--- src/rtl/simd_pkg.sv ---
package simd_pkg;
  typedef enum logic [2:0] {
    CL_NONE,
    CL_ALL1,
    CL_ALL0,
    CL_SMAX,
    CL_SMIN
  } clamp_e;
endpackage

--- src/rtl/simd_seg_add.sv ---
module simd_seg_add #(
  parameter int W = 8
) (
  input  logic [W-1:0] a_i,
  input  logic [W-1:0] b_i,
  input  logic         sub_i,
  input  logic         cin_i,
  output logic [W-1:0] sum_o,
  output logic         cout_o,
  output logic         ovf_o
);
  logic [W-1:0] bx;
  logic [W:0]   s;

  assign bx     = sub_i ? ~b_i : b_i;
  assign s      = {1'b0, a_i} + {1'b0, bx} + {{W{1'b0}}, cin_i};
  assign sum_o  = s[W-1:0];
  assign cout_o = s[W];
  // signed overflow, meaningful only on a lane's top segment
  assign ovf_o  = (a_i[W-1] == bx[W-1]) && (s[W-1] != a_i[W-1]);
endmodule

--- src/rtl/simd_sat_ctl.sv ---
module simd_sat_ctl
  import simd_pkg::*;
#(
  parameter int W = 8
) (
  input  logic [W-1:0] sum_i,
  input  logic         is_top_i,
  input  logic         sgn_i,
  input  logic         sat_i,
  input  logic         sub_i,
  input  logic         lane_ovf_i,
  input  logic         lane_cout_i,
  input  logic         lane_amsb_i,
  output logic [W-1:0] res_o,
  output logic         clamp_o
);
  clamp_e kind;

  always_comb begin
    kind = CL_NONE;
    if (sat_i) begin
      if (sgn_i) begin
        if (lane_ovf_i) kind = lane_amsb_i ? CL_SMIN : CL_SMAX;
      end else if (sub_i ? !lane_cout_i : lane_cout_i) begin
        kind = sub_i ? CL_ALL0 : CL_ALL1;
      end
    end
  end

  always_comb begin
    unique case (kind)
      CL_ALL1: res_o = '1;
      CL_ALL0: res_o = '0;
      CL_SMAX: res_o = is_top_i ? {1'b0, {(W-1){1'b1}}} : '1;
      CL_SMIN: res_o = is_top_i ? {1'b1, {(W-1){1'b0}}} : '0;
      default: res_o = sum_i;
    endcase
  end

  assign clamp_o = (kind != CL_NONE);
endmodule

--- src/rtl/simd_sat_adder.sv ---
module simd_sat_adder #(
  parameter int DATA_W  = 64,
  parameter int SEG_W   = 8,
  parameter bit OUT_REG = 1'b1
) (
  input  logic                                  clk_i,
  input  logic                                  rst_ni,
  input  logic [DATA_W-1:0]                     a_i,
  input  logic [DATA_W-1:0]                     b_i,
  input  logic [$clog2($clog2(DATA_W/SEG_W)+1)-1:0] size_i,
  input  logic                                  sgn_i,
  input  logic                                  sat_i,
  input  logic                                  sub_i,
  output logic [DATA_W-1:0]                     res_o,
  output logic [DATA_W/SEG_W-1:0]               sat_o
);
  localparam int NSEG = DATA_W / SEG_W;
  localparam int LG   = $clog2(NSEG);

  logic [NSEG-1:0]   cin, cout, ovf, clamp;
  logic [NSEG-1:0]   lane_ovf, lane_cout, lane_amsb, is_top, lane_start;
  logic [SEG_W-1:0]  sum [NSEG];
  logic [DATA_W-1:0] res_c;
  logic [NSEG-1:0]   flag_c;
  int                sz_eff, lsegs;

  always_comb begin
    sz_eff = (int'(size_i) > LG) ? LG : int'(size_i);
    lsegs  = 1 << sz_eff;
    for (int k = 0; k < NSEG; k++) begin
      int t;
      t             = k | (lsegs - 1);
      lane_start[k] = ((k & (lsegs - 1)) == 0);
      is_top[k]     = (k == t);
      lane_ovf[k]   = ovf[t];
      lane_cout[k]  = cout[t];
      lane_amsb[k]  = a_i[t*SEG_W + SEG_W - 1];
    end
  end

  // carry chain cut at every lane start
  always_comb begin
    for (int k = 0; k < NSEG; k++)
      cin[k] = (k == 0 || lane_start[k]) ? sub_i : cout[(k == 0) ? 0 : k-1];
  end

  for (genvar k = 0; k < NSEG; k++) begin : g_seg
    simd_seg_add #(.W(SEG_W)) i_add (
      .a_i    (a_i[k*SEG_W +: SEG_W]),
      .b_i    (b_i[k*SEG_W +: SEG_W]),
      .sub_i  (sub_i),
      .cin_i  (cin[k]),
      .sum_o  (sum[k]),
      .cout_o (cout[k]),
      .ovf_o  (ovf[k])
    );

    simd_sat_ctl #(.W(SEG_W)) i_sat (
      .sum_i       (sum[k]),
      .is_top_i    (is_top[k]),
      .sgn_i       (sgn_i),
      .sat_i       (sat_i),
      .sub_i       (sub_i),
      .lane_ovf_i  (lane_ovf[k]),
      .lane_cout_i (lane_cout[k]),
      .lane_amsb_i (lane_amsb[k]),
      .res_o       (res_c[k*SEG_W +: SEG_W]),
      .clamp_o     (clamp[k])
    );

    // narrowest lanes stay isolated in wrap mode
    assert_seg_isolated_R1: assert property (@(posedge clk_i) disable iff (!rst_ni)
      (size_i == 0 && !sat_i) |->
        res_c[k*SEG_W +: SEG_W] == (sub_i ? a_i[k*SEG_W +: SEG_W] - b_i[k*SEG_W +: SEG_W]
                                          : a_i[k*SEG_W +: SEG_W] + b_i[k*SEG_W +: SEG_W]));
  end

  always_comb begin
    flag_c = '0;
    for (int k = 0; k < NSEG; k++)
      if (is_top[k]) flag_c[k >> sz_eff] = clamp[k];
  end

  if (OUT_REG) begin : g_reg
    always_ff @(posedge clk_i or negedge rst_ni) begin
      if (!rst_ni) begin
        res_o <= '0;
        sat_o <= '0;
      end else begin
        res_o <= res_c;
        sat_o <= flag_c;
      end
    end

    assert_out_latency_R9: assert property (@(posedge clk_i) disable iff (!rst_ni)
      1'b1 |=> (res_o == $past(res_c)) && (sat_o == $past(flag_c)));
  end else begin : g_comb
    assign res_o = res_c;
    assign sat_o = flag_c;
  end

  assert_wrap_no_flags_R3: assert property (@(posedge clk_i) disable iff (!rst_ni)
    !sat_i |-> (flag_c == '0));

  assert_flags_in_range_R8: assert property (@(posedge clk_i) disable iff (!rst_ni)
    (flag_c >> (NSEG >> sz_eff)) == '0);

  assert_full_word_R2: assert property (@(posedge clk_i) disable iff (!rst_ni)
    (sz_eff == LG && !sat_i) |-> (res_c == (sub_i ? a_i - b_i : a_i + b_i)));

  assert_uns_add_clamp_R6: assert property (@(posedge clk_i) disable iff (!rst_ni)
    (sat_i && !sgn_i && !sub_i && flag_c[0]) |-> (res_c[SEG_W-1:0] == '1));

  assert_uns_sub_clamp_R7: assert property (@(posedge clk_i) disable iff (!rst_ni)
    (sat_i && !sgn_i && sub_i && flag_c[0]) |-> (res_c[SEG_W-1:0] == '0));

  assert_no_flag_no_clamp_R8: assert property (@(posedge clk_i) disable iff (!rst_ni)
    (flag_c[0] == 1'b0) |-> (res_c[SEG_W-1:0] == sum[0]));
endmodule

--- config.mk ---
export PLATFORM = sky130hd
export DESIGN_NAME = simd_sat_adder
export DESIGN_NICKNAME = d
export VERILOG_FILES = /design/src/rtl/simd_pkg.sv /design/src/rtl/simd_seg_add.sv /design/src/rtl/simd_sat_ctl.sv /design/src/rtl/simd_sat_adder.sv
export SDC_FILE = /design/constraint.sdc
export NUM_CORES = 1
export LEC_CHECK = 0
export ABC_AREA = 1
export ABC_CLOCK_PERIOD_IN_PS = 800
export BUFFER_PORTS_ARGS = -buffer_cell sky130_fd_sc_hd__buf_2
export CAP_MARGIN = 20
export CORE_AREA = 5 5 129 131
export DETAILED_ROUTE_END_ITERATION = 6
export DIE_AREA = 0 0 134 136
export HOLD_SLACK_MARGIN = 0.1
export PLACE_DENSITY_LB_ADDON = 0.12
export SETUP_SLACK_MARGIN = 0.1
export SLEW_MARGIN = 20
export SYNTH_ARGS = -nofsm -noshare
export SYNTH_HDL_FRONTEND = slang
export SYNTH_SLANG_ARGS = --single-unit
--- constraint.sdc ---
create_clock -name clk_i -period 0.8 [get_ports clk_i]
set_input_delay 0.04 -clock clk_i [delete_from_list [all_inputs] [get_ports clk_i]]
set_output_delay 0.04 -clock clk_i [all_outputs]
set_load 0.1 [all_outputs]
==> flow_metrics.py <==
metrics = {
    "timing": {
        "worst_pin_slew_ps": 731,
        "finalHoldViolCount": 0,
        "grt_setup_unrepaired": "yes",
        "fin_crit_ps": 9680,
        "fin_crit_sh": 12.1,
        "relSlewSlack": 0.513,
        "setup_ws_ps": -8880,
        "setup_viol": 144,
        "slew_violations": 0,
        "fmax_mhz": 103,
    },
    "yosys": {
        "synth.avg_cell_area_sq_um": 7.38,
        "ys_top_cells_by_area": "dfrtp_1, ha_1, nand2_1",
        "postSynthCellCount": 1023,
        "async_reset_ff_frac": 1.00,
        "synth_top_area_cell": "dfrtp_1",
        "ys_ff_latch": 72,
        "synth_fp_nets": 1240,
        "syn-cell-area_sq_mm": 0.00754,
        "synth-edff-count": 0,
        "synth_top_area_frac": 0.239,
        "yosysSeqAreaShare": 0.239,
        "synth_ff_type": "dfrtp_1",
        "ys_warn_count": 0,
        "synth_cell_type_count": 52,
    },
    "detailed_routing": {
        "drt-total-wl_mm": 27.7,
        "routed_via_density": 5.36,
        "vias": 8904,
        "antenna_left": 0,
        "drtPass1Iterations": 6,
        "post_drt_wl_per_cell_um": 16.7,
        "routed.top_layer": "met4",
        "drc": 0,
        "route.met3.wl_mm": 1.78,
        "wl_met2_mm": 14.3,
        "drt-met1-wl_mm": 10.6,
        "drt_iter0_drc": 583,
    },
    "pwr": {
        "power_leakage_nw": 6.47,
        "comb_power_share": 0.673,
        "switching_power_w": 0.0161,
        "power_density_mw_per_mm2": 2540,
        "ir_worst_vdd_v": 0.00184,
        "swShare": 0.491,
        "clockPowerShare": 0.150,
        "internal-power_w": 0.0167,
        "seq_power_share": 0.176,
    },
    "finish": {
        "drive_gt1_frac": 0.504,
        "final_common_cell": "buf_4",
        "finalNetCount": 1681,
        "n_antenna_cell": 0,
        "final_area_sq_mm": 0.0129,
        "finalNonFillerCells": 1661,
        "final_cell_mix": "buf_4, nand2_1, buf_2",
        "num-fill-cells": 959,
        "syn2layout_area_growth_pct": 70.8,
    },
    "place": {
        "port_buffers": 206,
        "dpl.hpwl_mm": 20.6,
        "dpl_cell_area_sq_mm": 0.0118,
        "place_inst": 1620,
        "place_congestion": 0.932,
    },
    "cts": {
        "clkTransAtPathRegs_ps": 60,
        "cts_root_buf": "clkbuf_16",
        "cts_buffer_depth": 2,
        "cts_num_sinks": 72,
        "cts_buffers": 9,
        "htreeDepth": 3,
        "tritoncts": "done",
    },
    "critical_path": {
        "critical-path-max-stage-delay_ps": 400,
        "path_class": "input pin to flop",
        "slowest_stage": "fa_2",
        "cp-start-kind": "input pin",
        "cp.arrival_ps": 9880,
        "critPathLaunch": "sub_i",
        "cp-end-kind": "flop",
        "worstPathMaxFanout": 6,
        "cp_common_cell": "nand2_2",
        "worstPathRequired_ps": 1000,
    },
    "grt": {
        "grt_usage": 0.283,
        "grt_pass1_vias": 8941,
        "grt_max_degree": 47,
        "grt-ovfl-total": 0,
        "antenna_found_initial": 0,
        "grt_first_pass_wirelength_mm": 41.6,
    },
    "floorplan": {
        "num_rows": 46,
        "core_area_sq_mm": 0.0155,
        "start_util": 0.487,
        "die_h_um": 136,
        "ios": 207,
        "die_area_sq_mm": 0.0182,
        "die_w_um": 134,
    },
    "status": {
        "violations": "negative setup slack",
        "status": "finished with violations",
    },
    "worst_hold_path": {
        "hold_start": "a_i[0]",
        "hp-class": "input pin to flop",
        "hold_depth": 4,
    },
    "job": {
        "maxCapViolCount": 0,
    },
}
## flip-flops by register name, indices dropped and copies added, names as in the netlist
signal,count
sat_o,8
res_o,64
## routing by layer
metal,global-route usage,vias to the layer above
li1,-,4279
met1,0.329,4172
met2,0.524,373
met3,0.0392,80
met4,0.111,0
met5,0,-
## power by group through the flow
stage | Sequential [W] | Combinational [W] | Clock, W
global route | 0.00588 | 0.0231 | 0.00506
CTS | 0.00579 | 0.0209 | 0.00491
floorplan | 0.0128 | 0.00506 | 0
global placement | 0.00582 | 0.0203 | 0
finish | 0.00578 | 0.0221 | 0.00492
detailed placement | 0.00583 | 0.0206 | 0
## cells in the mapped netlist (15+ instances only)
cell type  number
nand2_1       196
inv_1         124
o21ai_0        88
dfrtp_1        72
nand3_1        71
nor2_1         70
xor2_1         70
ha_1           67
a21oi_1        49
xnor2_1        29
nand4_1        20
nand2_2        16
fa_1           15
o31ai_1        15
## through the flow
step / setup slack, ps / hold slack [ps] / setup TNS (ps) / utilization / total power, W
2_1_floorplan: -8920 / -256 / -629460 / - / 0.0178
3_3_place_gp: -9170 / 29.0 / -649860 / 0.759 / 0.0261
3_5_place_dp: -9480 / 36.1 / -673330 / 0.759 / 0.0264
4_1_cts: -8660 / 113 / -625880 / 0.796 / 0.0316
5_1_grt: -9380 / 129 / -679440 / 0.832 / 0.0340
6_report: -8880 / 120 / -644280 / 0.832 / 0.0328
## cells by family after synthesis
kind of cell,Yosys count,share of synthesized area
buffers and inverters,161,0.0939
AND/OR/NAND/NOR,396,0.235
adder cells (fa/ha/maj),82,0.151
flip-flops,72,0.239
XOR/XNOR,99,0.115
AO/OA/AOI/OAI,213,0.167
## layout make-up
| cell class | count | area (sq um) | area share |
|---|---|---|---|
| tap | 192 | 240 | 0.0186 |
| inverter | 130 | 503 | 0.0390 |
| multi-input combinational | 790 | 5720 | 0.444 |
| clock buffer | 10 | 239 | 0.0185 |
| sequential | 72 | 1890 | 0.147 |
| timing repair buffer | 461 | 4180 | 0.324 |
| clock inverter | 6 | 115 | 0.00893 |
## final timing paths
path | end | slack (ps)
max in group asynchronous | sat_o[4]$_DFF_PN0_ | 330
min in group asynchronous | res_o[51]$_DFF_PN0_ | 220
hold / removal | res_o[0]$_DFF_PN0_ | 120
setup / recovery | res_o[47]$_DFF_PN0_ | -8880
## worst max-delay path, delay by kind of cell
family                   cells  cell delay (ps)
buffers and inverters       10              890
AO/OA/AOI/OAI                9             1250
AND/OR/NAND/NOR             35             2850
adder cells (fa/ha/maj)     14             4660
XOR/XNOR                     1              160
## repair_timing
| action | 4_1_cts | 5_1_grt |
|---|---|---|
| gates cloned | 0 | 0 |
| gates resized for setup | 43 | 117 |
| hold buffers | 1 | 0 |
| pin swaps | 23 | 27 |
| setup endpoints to repair | 144 | 144 |
| hold endpoints to repair | 72 | 0 |
| buffers inserted | 4 | 20 |
No activity file was read; power rests on OpenSTA's default activity.
